**config.mk**
```make
export PLATFORM = sky130hd
export DESIGN_NAME = bootmap_decoder
export DESIGN_NICKNAME = d
export VERILOG_FILES = /design/src/rtl/bootmap_pkg.sv /design/src/rtl/bootmap_region_dec.sv /design/src/rtl/bootmap_ctrl.sv /design/src/rtl/bootmap_decoder.sv
export SDC_FILE = /design/constraint.sdc
export NUM_CORES = 1
export LEC_CHECK = 0
export ABC_AREA = 1
export BUFFER_PORTS_ARGS = -buffer_cell sky130_fd_sc_hd__buf_2
export CAP_MARGIN = 40
export CORE_AREA = 8 8 45 47
export CTS_CLUSTER_DIAMETER = 150
export CTS_CLUSTER_SIZE = 8
export DETAILED_ROUTE_END_ITERATION = 7
export DIE_AREA = 0 0 53 55
export GPL_ROUTABILITY_DRIVEN = 1
export PLACE_DENSITY_LB_ADDON = 0.2
export SLEW_MARGIN = 40
export SYNTH_ARGS = -nofsm -noshare
export SYNTH_HDL_FRONTEND = slang
export SYNTH_SLANG_ARGS = --single-unit
```
**constraint.sdc**
```tcl
create_clock -name clk -period 1.65 [get_ports clk]
set_input_delay 0.2475 -clock clk [delete_from_list [all_inputs] [get_ports clk]]
set_output_delay 0.2475 -clock clk [all_outputs]
set_load 0.02 [all_outputs]
```
**src/rtl/bootmap_pkg.sv**
```systemverilog
package bootmap_pkg;

    typedef enum logic [1:0] {
        MAP_BOOT  = 2'b00,
        MAP_LOAD  = 2'b01,
        MAP_PROT  = 2'b10,
        MAP_SPLIT = 2'b11
    } map_mode_e;

    typedef struct packed {
        logic flash;
        logic ram;
        logic legacy;
        logic io;
    } sel_t;

    typedef struct packed {
        map_mode_e mode;
        logic      viol;
        logic      strb;
    } ctrl_state_t;

endpackage

```
**src/rtl/bootmap_region_dec.sv**
```systemverilog
module bootmap_region_dec
    import bootmap_pkg::*;
#(
    parameter int unsigned ADDR_W      = 24,
    parameter int unsigned RAM_BYTES   = 32'h0040_0000,
    parameter int unsigned IO_LO       = 32'h0001_8000,
    parameter int unsigned IO_HI       = 32'h0001_BFFF,
    parameter int unsigned FLASH_BASE  = 32'h00C0_0000,
    parameter int unsigned FLASH_BYTES = 32'h0008_0000,
    parameter int unsigned LEG_BASE    = 32'h00F0_0000,
    parameter int unsigned SPLIT_END   = 32'h0000_C000,
    parameter int unsigned PROT_END    = 32'h0000_C000
) (
    input  map_mode_e         mode,
    input  logic [ADDR_W-1:0] addr,
    input  logic              wr,
    output sel_t              sel,
    output logic              none,
    output logic              wr_block
);

    localparam logic [ADDR_W-1:0] IO_LO_A  = ADDR_W'(IO_LO);
    localparam logic [ADDR_W-1:0] IO_HI_A  = ADDR_W'(IO_HI);
    localparam logic [ADDR_W-1:0] LEG_A    = ADDR_W'(LEG_BASE);
    localparam logic [ADDR_W-1:0] FL_LO_A  = ADDR_W'(FLASH_BASE);
    localparam logic [ADDR_W-1:0] FL_HI_A  = ADDR_W'(FLASH_BASE + FLASH_BYTES - 1);
    localparam logic [ADDR_W-1:0] SPLIT_A  = ADDR_W'(SPLIT_END);
    localparam logic [ADDR_W-1:0] RAM_A    = ADDR_W'(RAM_BYTES);
    localparam logic [ADDR_W-1:0] PROT_A   = ADDR_W'(PROT_END);

    logic in_io, in_leg, in_flash, in_low_split, in_ram, in_prot;

    always_comb begin
        in_io        = (addr >= IO_LO_A) && (addr <= IO_HI_A);
        in_leg       = (addr >= LEG_A);
        in_flash     = (addr >= FL_LO_A) && (addr <= FL_HI_A);
        in_low_split = (addr < SPLIT_A);
        in_ram       = (addr < RAM_A);
        in_prot      = (addr < PROT_A);
    end

    // Priority chain: boot alias, I/O window, high legacy alias, flash,
    // split-read window, RAM, nothing.
    always_comb begin
        sel      = '0;
        none     = 1'b0;
        wr_block = 1'b0;
        if (mode == MAP_BOOT) begin
            sel.flash = 1'b1;
        end else if (in_io) begin
            sel.io = 1'b1;
        end else if (in_leg) begin
            sel.legacy = 1'b1;
        end else if (in_flash) begin
            sel.flash = 1'b1;
        end else if ((mode == MAP_SPLIT) && !wr && in_low_split) begin
            sel.legacy = 1'b1;
        end else if (in_ram) begin
            sel.ram  = 1'b1;
            wr_block = (mode == MAP_PROT) && wr && in_prot;
        end else begin
            none = 1'b1;
        end
    end

endmodule

```
**src/rtl/bootmap_ctrl.sv**
```systemverilog
module bootmap_ctrl
    import bootmap_pkg::*;
#(
    parameter int unsigned ADDR_W       = 24,
    parameter int unsigned REG_ADDR     = 32'h0001_BF00,
    parameter int unsigned TRIG_BIT     = 23,
    parameter bit          EN_ADDR_TRIG = 1'b1,
    parameter bit          EN_REG_TRIG  = 1'b1
) (
    input  logic              clk,
    input  logic              por_n,
    input  logic              soft_rst_n,
    input  logic              strobe,
    input  logic              wr,
    input  logic [ADDR_W-1:0] addr,
    input  logic [1:0]        wdata,
    input  logic              wr_block,
    output map_mode_e         mode_q,
    output logic              viol_q
);

    localparam logic [ADDR_W-1:0] REG_A = ADDR_W'(REG_ADDR);

    ctrl_state_t st_d, st_q;
    logic        start_edge;
    logic        reg_hit;
    logic        addr_trig;
    logic        reg_allowed;

    always_comb begin
        start_edge = strobe && !st_q.strb;
        reg_hit    = start_edge && wr && (addr == REG_A);
    end

    generate
        if (EN_ADDR_TRIG) begin : g_addr_trig
            always_comb addr_trig = start_edge && !wr && addr[TRIG_BIT]
                                    && (st_q.mode == MAP_BOOT);
        end else begin : g_no_addr_trig
            always_comb addr_trig = 1'b0;
        end
        if (EN_REG_TRIG) begin : g_reg_trig
            always_comb reg_allowed = 1'b1;
        end else begin : g_no_reg_trig
            always_comb reg_allowed = (st_q.mode != MAP_BOOT);
        end
    endgenerate

    always_comb begin
        st_d      = st_q;
        st_d.strb = strobe;
        if (reg_hit) begin
            st_d.viol = 1'b0;
            if ((wdata != 2'b00) && reg_allowed) begin
                st_d.mode = map_mode_e'(wdata);
            end
        end else if (addr_trig) begin
            st_d.mode = MAP_LOAD;
        end
        if (start_edge && wr_block) begin
            st_d.viol = 1'b1;
        end
    end

    always_ff @(posedge clk or negedge por_n) begin
        if (!por_n) begin
            st_q <= '{mode: MAP_BOOT, viol: 1'b0, strb: 1'b0};
        end else begin
            st_q <= st_d;
        end
    end

    assign mode_q = st_q.mode;
    assign viol_q = st_q.viol;

    // once out of boot, only power-on reset returns there
    a_r4_no_return_to_boot: assert property (@(posedge clk) disable iff (!por_n)
        (st_q.mode != MAP_BOOT) |=> (st_q.mode != MAP_BOOT));

    // violation flag holds until a register write
    a_r12_viol_sticky: assert property (@(posedge clk) disable iff (!por_n)
        (st_q.viol && !(strobe && wr && (addr == REG_A))) |=> st_q.viol);

    // a held soft reset with an idle bus leaves state alone
    a_r13_soft_reset_inert: assert property (@(posedge clk) disable iff (!por_n)
        (!soft_rst_n && !strobe) |=> ($stable(st_q.mode) && $stable(st_q.viol)));

endmodule

```
**src/rtl/bootmap_decoder.sv**
```systemverilog
module bootmap_decoder
    import bootmap_pkg::*;
#(
    parameter int unsigned ADDR_W       = 24,
    parameter int unsigned RAM_BYTES    = 32'h0040_0000,
    parameter int unsigned IO_LO        = 32'h0001_8000,
    parameter int unsigned IO_HI        = 32'h0001_BFFF,
    parameter int unsigned REG_ADDR     = 32'h0001_BF00,
    parameter int unsigned FLASH_BASE   = 32'h00C0_0000,
    parameter int unsigned FLASH_BYTES  = 32'h0008_0000,
    parameter int unsigned LEG_BASE     = 32'h00F0_0000,
    parameter int unsigned LEG_ROM_END  = 32'h0000_C000,
    parameter bit          PROT_64K     = 1'b0,
    parameter int unsigned TRIG_BIT     = 23,
    parameter bit          EN_ADDR_TRIG = 1'b1,
    parameter bit          EN_REG_TRIG  = 1'b1
) (
    input  logic              clk,
    input  logic              por_n,
    input  logic              soft_rst_n,
    input  logic              strobe,
    input  logic              wr,
    input  logic [ADDR_W-1:0] addr,
    input  logic [1:0]        wdata,
    output logic              cs_flash,
    output logic              cs_ram,
    output logic              cs_legacy,
    output logic              cs_io,
    output logic              ram_we,
    output logic              dec_err,
    output logic              prot_viol
);

    localparam int unsigned PROT_END = PROT_64K ? 32'h0001_0000 : 32'h0000_C000;
    localparam logic [ADDR_W-1:0] PROT_A = ADDR_W'(PROT_END);

    map_mode_e mode_q;
    sel_t      sel;
    logic      none;
    logic      wr_block;

    bootmap_region_dec #(
        .ADDR_W      (ADDR_W),
        .RAM_BYTES   (RAM_BYTES),
        .IO_LO       (IO_LO),
        .IO_HI       (IO_HI),
        .FLASH_BASE  (FLASH_BASE),
        .FLASH_BYTES (FLASH_BYTES),
        .LEG_BASE    (LEG_BASE),
        .SPLIT_END   (LEG_ROM_END),
        .PROT_END    (PROT_END)
    ) u_dec (
        .mode     (mode_q),
        .addr     (addr),
        .wr       (wr),
        .sel      (sel),
        .none     (none),
        .wr_block (wr_block)
    );

    bootmap_ctrl #(
        .ADDR_W       (ADDR_W),
        .REG_ADDR     (REG_ADDR),
        .TRIG_BIT     (TRIG_BIT),
        .EN_ADDR_TRIG (EN_ADDR_TRIG),
        .EN_REG_TRIG  (EN_REG_TRIG)
    ) u_ctrl (
        .clk        (clk),
        .por_n      (por_n),
        .soft_rst_n (soft_rst_n),
        .strobe     (strobe),
        .wr         (wr),
        .addr       (addr),
        .wdata      (wdata),
        .wr_block   (wr_block),
        .mode_q     (mode_q),
        .viol_q     (prot_viol)
    );

    always_comb begin
        cs_flash  = strobe && sel.flash;
        cs_ram    = strobe && sel.ram;
        cs_legacy = strobe && sel.legacy;
        cs_io     = strobe && sel.io;
        ram_we    = strobe && wr && sel.ram && !wr_block;
        dec_err   = strobe && none;
    end

    // never more than one select
    a_r14_onehot_cs: assert property (@(posedge clk) disable iff (!por_n)
        $onehot0({cs_flash, cs_ram, cs_legacy, cs_io}));

    // boot state aliases flash everywhere
    a_r1_boot_alias: assert property (@(posedge clk) disable iff (!por_n)
        (strobe && (mode_q == MAP_BOOT)) |-> (cs_flash && !ram_we && !dec_err));

    // no RAM write enable into the protected region
    a_r9_prot_blocks_we: assert property (@(posedge clk) disable iff (!por_n)
        (strobe && wr && (mode_q == MAP_PROT) && (addr < PROT_A)) |-> !ram_we);

    // a decode error carries no select
    a_r11_err_no_cs: assert property (@(posedge clk) disable iff (!por_n)
        dec_err |-> !(cs_flash || cs_ram || cs_legacy || cs_io));

endmodule

```
==> results by group, run 1 <==
Outcome
  • Run status: completed

Worst hold path
  • Worst hold path type: in -> reg
  • Worst Hold End: u_ctrl.st_q[0]$_DFF_PN0_
  • Hold depth: 1
  • Hold Startpoint: strobe

Power and ir drop
  • Leak: 0.426 nW
  • Int Pwr: 0.000241 W
  • Psw: 0.000114 W
  • Cell Pwr Density: 458 mW/mm^2
  • Sequential Power Share: 0.318
  • Gate power share: 0.358
  • Max rail drop VDD: 0.644 mV
  • Sw frac: 0.321
  • Clk pwr share: 0.325

Synthesis
  • Post-synth top cells: 21 x nand2_1, 17 x inv_1, 15 x nor2_1
  • XOR/XNOR Fraction of Synth Area: 0
  • Net Count, Synth: 121
  • Synth area leader: dfrtp_1
  • Count leader, synth: nand2_1
  • Synth area leaders: dfrtp_1 19%, nand2_1 15%, inv_1 12%
  • Mean post-synth cell area: 5.88 um^2
  • Synth cell types: 22
  • Mapped Area: 529 um^2
  • Ys flop type: dfrtp_1
  • Area share of and/or/nand/nor cells after synthesis: 0.603
  • Combinational family with the most area after synthesis: simple AND/OR/NAND/NOR gates
  • Adder-cell area share of the yosys netlist: 0
  • Syn Inst Count: 90
  • FF+latch count, synth: 4
  • Mux cell area share after synthesis: 0
  • EDFF count, synth: 0
  • Area fraction in compound gates after synthesis: 0.0733
  • Async SR Flop Fraction: 1.00
  • Register area share after synthesis: 0.189
  • Syn. warnings: 0
  • Yosys top cell area share: 0.189

Setup path
  • Critical Path Sink Type: primary output
  • Slowest stage delay, CP: 0.38 ns
  • R2r endpoint: u_ctrl.viol_q$_DFFE_PN0P_
  • Crit Path Max Fanout: 3
  • FF-to-FF path depth: 4
  • Reg-to-reg slack, setup: 0.49 ns
  • CP Cell Sequence: nand2_1 -> a21oi_2 -> nand4_1 -> o22ai_1 -> buf_2
  • Critical path class: reg -> out
  • Critical path arrival: 1.29 ns
  • Worst setup SP type: flip-flop
  • FF-to-FF Start: u_ctrl.st_q[0]$_DFF_PN0_
  • WP buf/inv: 1
  • Top delay family on crit path: flip-flops
  • CP max stage cell: dfrtp_1
  • WP data required: 1.40 ns

Die
  • Die height: 55 um
  • Boundary Pins: 38
  • Die ar.: 0.00292 mm^2
  • Core Box Area: 0.00138 mm^2
  • Die width: 53 um
  • Row cnt: 14
  • Initial Util: 0.382

CTS
  • Clock Tree Buf Depth: 2
  • CTS clk-pin slew, worst paths: 0.04 ns
  • Worst skew pair latency: 0.23 ns
  • CTS tree: yes
  • Setup Fix Bufs, Post-CTS: 0
  • H-tree levels: 1
  • Total CTS buffers: 3
  • Clk root buf: clkbuf_4
  • TritonCTS Sinks: 4

Finish
  • N_diodes: 0
  • P&R area growth vs syn: 46.1%
  • Final #Nets: 163
  • Finished Cell Area: 773 um^2
  • Footprint of the multi-input gates: 369 um^2
  • Filler cell count: 161
  • Sequential cell area: 100 um^2
  • Share of cells above drive strength 1: 0.415

Drt
  • Post-Route WL: 1.52 mm
  • Vias/cell: 4.64
  • Routed length per instance: 10.4 um
  • Vias: 677
  • DR pass1 iterations: 3
  • Final ANT Viol Nets: 0
  • Initial DRC count: 6
  • # DRC: 0

Timing
  • Final setup violation count: 0
  • Setup tns final: 0 ns
  • Final period utilization: 0.929
  • Post-route minimum period: 1.53 ns
  • Worst-margin pin slew: 0.216 ns
  • Fin Clk Skew: 0.00362 ns
  • Max Slew Vio Count: 0
  • Final hold vios: 0
  • Maximum clock frequency: 652 MHz
  • Unrepaired setup endpoints after global routing: no
  • Slew HR: 0.856

Global route
  • Total gr overflow: 0
  • Vias in the first global route: 671
  • Antenna violations before repair: 0
  • First-pass GRT wire length: 2.50 mm
  • Total track usage: 0.106
  • Largest net degree at the start of global routing: 7

Placement
  • Placed Area: 729 um^2
  • Gpl congestion: 0.823
  • HPWL Detailed: 1.36 mm
  • Port Buffers: 36

Run
  • Max-Cap Viols: 0
logic make-up (layout without fill, tap and decap cells):
kind of cell | count (synthesis) | count (layout)
buf+inv | 19 | 59
compound gates | 6 | 6
flops | 4 | 4
simple gates | 61 | 61
cells in the final DEF, fill, tap and decap left out, types with 2 or more instances in the layout:
cell	n
o21ai_1	2
dfrtp_1	4
buf_2	36
nor3_1	3
clkbuf_4	3
nand3_1	7
nand2_1	21
nor3_2	2
nor2_1	14
nand4_1	3
nor2_2	2
inv_1	17
nor2_4	3
worst max path at each step:
stage / from / end / slack, ns / depth (start not counted)
3_5_place_dp: addr[23] / cs_legacy / 0.17 / 7
5_1_grt: u_ctrl.mode_q[1]$_DFFE_PN0P_ / ram_we / 0.002 / 6
4_1_cts: u_ctrl.mode_q[1]$_DFFE_PN0P_ / cs_legacy / 0.09 / 5
2_1_floorplan: u_ctrl.mode_q[0]$_DFFE_PN0P_ / dec_err / 0.26 / 4
6_report: u_ctrl.mode_q[1]$_DFFE_PN0P_ / cs_legacy / 0.12 / 5
3_3_place_gp: addr[23] / ram_we / 0.19 / 8
sequential cells by signal (all words and copies together) (netlist names):
name	count
u_ctrl.viol_q	1
u_ctrl.st_q	1
u_ctrl.mode_q	2
stage by stage:
step | hold slack, ns | total power [W] | setup WS [ns] | std cells | util
finish | 0.162 | 0.000354 | 0.117 | 146 | 0.559
global route | 0.153 | 0.000383 | 0.00161 | 146 | 0.559
CTS | 0.156 | 0.000356 | 0.0904 | 146 | 0.551
detailed placement | 0.0527 | 0.000235 | 0.174 | 142 | 0.527
global placement | 0.0514 | 0.000232 | 0.194 | 142 | 0.527
floorplan | -0.0481 | 0.000177 | 0.259 | 90 | -
layer usage:
layer  vias up  wire length [um]  global-route usage
li1        366                 -                   -
met1       293               634               0.122
met2        18               755               0.199
met3         0               131              0.0241
met4         0                 0              0.0129
met5         -                 0                   0
layout make-up:
cell class | count | share of cell area
Clock buffer | 3 | 0.0291
Timing Repair Buffer | 37 | 0.246
Inverter | 19 | 0.0922
Tap cell | 16 | 0.0259
Sequential cell | 4 | 0.129
Multi-Input combinational cell | 67 | 0.477
power groups by stage:
stage	Clock [W]	Sequential [W]	Combinational, W
finish	0.000115	0.000112	0.000127
global route	0.000127	0.000112	0.000144
CTS	0.000120	0.000111	0.000125
detailed placement	0	0.000112	0.000123
global placement	0	0.000112	0.000120
floorplan	0	0.000111	0.0000657
repair_timing:
item / 4_1_cts / 5_1_grt
setup endpoints to repair: 0 / 3
endpoints found under the hold margin: 4 / 0
gates resized for setup: 0 / 3
hold buffers: 1 / 0
(Power assumes the default switching activity.)
==> inputs of run 2 (changes only) <==
- BUFFER_PORTS_ARGS: -buffer_cell sky130_fd_sc_hd__buf_2 -> default
- DONT_BUFFER_PORTS: default -> 1
- SETUP_SLACK_MARGIN: default -> 0.15
- SYNTH_HIERARCHICAL: default -> 1
==> run 2 against run 1 <==
  * Wire length fell by 8.7%
  * Critical path depth increased by 2
  * Via count down 16%
  * Sequential cell count stayed put
  * Maximum frequency is 2.3% higher
  * Clock-buffer cell count did not move
  * Worst setup slack improved by 0.034 ns
  * Synthesized area grew 9.2%
  * Highest routed layer unchanged
  * Core utilization shrank 7.0 points
  * Sequential power is essentially flat
  * Combinational power down 11%
  * Largest cell class unchanged
  * Total power decreased by 4.1%
==> results by group, run 2 <==
Synthesis
  • Post-synth top cells: 32 x nand2_1, 23 x inv_1, 15 x nor2_1
  • Adder-cell area share of the yosys netlist: 0 (unchanged)
  • Synth area leader: nand2_1
  • EDFF count, synth: 0 (unchanged)
  • Synth cell types: 18 (-18%)
  • Mapped Area: 578 um^2 (+9.2%)
  • FF+latch count, synth: 4 (unchanged)
  • Mux cell area share after synthesis: 0 (unchanged)
  • Synth area leaders: nand2_1 21%, dfrtp_1 17%, inv_1 15%
  • Ys flop type: dfrtp_1
  • Register area share after synthesis: 0.173 (-0.0160)
  • Syn. warnings: 6 (+6)
  • Area share of and/or/nand/nor cells after synthesis: 0.600 (-0.00327)
  • XOR/XNOR Fraction of Synth Area: 0 (unchanged)
  • Combinational family with the most area after synthesis: simple AND/OR/NAND/NOR gates
  • Count leader, synth: nand2_1
  • Yosys top cell area share: 0.208 (+0.0187)
  • Area fraction in compound gates after synthesis: 0.0455 (-0.0278)
  • Syn Inst Count: 106 (+18%)
  • Async SR Flop Fraction: 1.00 (unchanged)
  • Net Count, Synth: 137 (+13%)
  • Mean post-synth cell area: 5.45 um^2 (-7.3%)

Drt
  • WL met2: 789 um (+4.5%)
  • Vias: 571 (-16%)
  • M1 WL: 463 um (-27%)
  • Routed length per instance: 10.9 um (+4.9%)
  • DR pass1 iterations: 4 (+1)
  • Initial DRC count: 3 (-3)
  • # DRC: 0 (unchanged)
  • Final ANT Viol Nets: 0 (unchanged)
  • Vias/cell: 4.50 (-3.0%)
  • Met3 WL: 135 um (+3.1%)
  • Post-Route WL: 1.39 mm (-8.7%)
  • Max Used Layer: met3

Setup path
  • Critical path arrival: 1.25 ns (-0.04 ns)
  • Critical Path Sink Type: primary output
  • R2r endpoint: u_ctrl/mode_q[0]$_DFFE_PN0P_
  • Critical path class: reg -> out
  • FF-to-FF Start: u_ctrl/mode_q[0]$_DFFE_PN0P_
  • Worst setup SP type: flip-flop
  • FF-to-FF path depth: 8 (+4)
  • Reg-to-reg slack, setup: 0.44 ns (-0.05 ns)
  • Crit Path Max Fanout: 4 (+1)
  • WP data required: 1.40 ns (about the same)

Global route
  • Largest net degree at the start of global routing: 9 (+2)
  • Total gr overflow: 0 (unchanged)
  • Vias in the first global route: 569 (-15%)
  • Total track usage: 0.0936 (-0.0125)
  • First-pass GRT wire length: 2.11 mm (-15%)
  • Antenna violations before repair: 0 (unchanged)

Finish
  • Final #Nets: 144 (-12%)
  • Most common cell after layout, fill and taps aside: nand2_1
  • Most frequent cells in the layout: 32 x nand2_1, 19 x inv_1, 12 x nor2_1, 7 x nand2_2, 6 x nor2_2
  • P&R area growth vs syn: 17.1%
  • Finished Cell Area: 677 um^2 (-12%)
  • Max reg flops: 2 (unchanged)
  • N_diodes: 0 (unchanged)
  • Share of cells above drive strength 1: 0.306 (-0.109)

Timing
  • Slew HR: 0.851 (-0.00457)
  • Setup tns final: 0 ns (unchanged)
  • Unrepaired setup endpoints after global routing: yes
  • Fin Clk Skew: 0.00199 ns (-0.00163 ns)
  • Final hold vios: 0 (unchanged)
  • Final setup violation count: 0 (unchanged)
  • Worst hold slack: 0.0509 ns (-0.111 ns)
  • Max Slew Vio Count: 0 (unchanged)
  • Maximum clock frequency: 667 MHz (+2.3%)
  • Final period utilization: 0.909 (-0.0205)
  • Worst-margin pin slew: 0.224 ns (+0.00710 ns)
  • Post-route minimum period: 1.50 ns (-0.0338 ns)

CTS
  • Clk root buf: clkbuf_4
  • H-tree levels: 1 (unchanged)
  • Worst skew pair latency: 0.23 ns (about the same)
  • Clock Tree Buf Depth: 2 (unchanged)
  • CTS clk-pin slew, worst paths: 0.04 ns (about the same)
  • TritonCTS Sinks: 4 (unchanged)
  • Total CTS buffers: 3 (unchanged)
  • CTS tree: yes

Placement
  • Placed Area: 583 um^2 (-20%)
  • Gpl congestion: 0.776 (-5.7%)
  • Port Buffers: 0 (-100%)
  • HPWL Detailed: 1.17 mm (-14%)

Die
  • Die height: 55 um (unchanged)
  • Row cnt: 14 (unchanged)
  • Die width: 53 um (unchanged)
  • Initial Util: 0.418 (+0.0353)
  • Core Box Area: 0.00138 mm^2 (unchanged)
  • Boundary Pins: 38 (unchanged)
  • Die ar.: 0.00292 mm^2 (unchanged)

Worst hold path
  • Worst Hold End: u_ctrl/st_q[0]$_DFF_PN0_
  • Worst hold path type: in -> reg
  • Hold Startpoint: strobe
  • Hold depth: 0 (-1)

Power and ir drop
  • Cell Pwr Density: 501 mW/mm^2 (+9.5%)
  • Leak: 0.359 nW (-16%)
  • Max rail drop VDD: 0.342 mV (-47%)
  • Pwr Total: 0.000339 W (-4.1%)

Outcome
  • Run status: completed

Run
  • Max-Cap Viols: 0 (unchanged)
run 2: worst max path at each step:
stage,startpoint,end,slack (ns),cells past startpoint
after floorplan,u_ctrl/mode_q[1]$_DFFE_PN0P_,ram_we,0.30,7
after detailed placement,u_ctrl/mode_q[1]$_DFFE_PN0P_,ram_we,0.28,6
after global routing,u_ctrl/mode_q[1]$_DFFE_PN0P_,ram_we,0.02,6
final,u_ctrl/mode_q[1]$_DFFE_PN0P_,ram_we,0.15,7
after CTS,u_ctrl/mode_q[1]$_DFFE_PN0P_,ram_we,0.13,6
after global placement,u_ctrl/mode_q[1]$_DFFE_PN0P_,ram_we,0.27,6
run 2: layer usage:
metal	track usage	vias up
li1	-	319
met1	0.0840	237
met2	0.186	15
met3	0.0321	0
met4	0.0388	0
met5	0	-
run 2: power by group:
| part | internal (W) | total [W] | switching (W) |
|---|---|---|---|
| clock network | 0.0000809 | 0.000114 | 0.0000335 |
| logic | 0.0000532 | 0.000113 | 0.0000600 |
| registers | 0.000105 | 0.000112 | 0.00000716 |
| total | 0.000239 | 0.000339 | 0.000101 |
run 2: logic make-up (layout without fill, tap and decap cells):
logic type,count (synthesis),in the layout
DFF,4,4
AOI/OAI and AO/OA,4,4
and+or+nand+nor,72,72
buffers and inverters,26,31
run 2: repair_timing:
item / 4_1_cts / 5_1_grt
setup endpoints to repair: 4 / 5
buffers inserted: 2 / 1
hold buffers: 1 / 0
gates resized for setup: 3 / 9
hold endpoints to repair: 4 / 0
pin swaps: 1 / 8
run 2: layout make-up:
type                       instances  area, um^2
clock buffer                       3        22.5
fill                             163         707
inverter                          24        90.1
multi-input combinational         76         412
sequential                         4         100
tap                               16        20.0
timing repair buffer               4        32.5
run 2: critical path, cell delays in order (launching register included):
cell and delay [ns]:
dfrtp_1 0.42, nand2_1 0.11, nor2_2 0.04, nand3_2 0.07
inv_2 0.04, nor2_2 0.10, nand2_2 0.08, nor2_4 0.17
run 2: per-stage QoR:
| step | cells | setup WS (ns) | util |
|---|---|---|---|
| 4_1_cts | 126 | 0.128 | 0.461 |
| 5_1_grt | 127 | 0.0219 | 0.489 |
| 2_1_floorplan | 106 | 0.302 | - |
| 3_5_place_dp | 120 | 0.281 | 0.421 |
| 6_report | 127 | 0.151 | 0.489 |
| 3_3_place_gp | 120 | 0.272 | 0.421 |
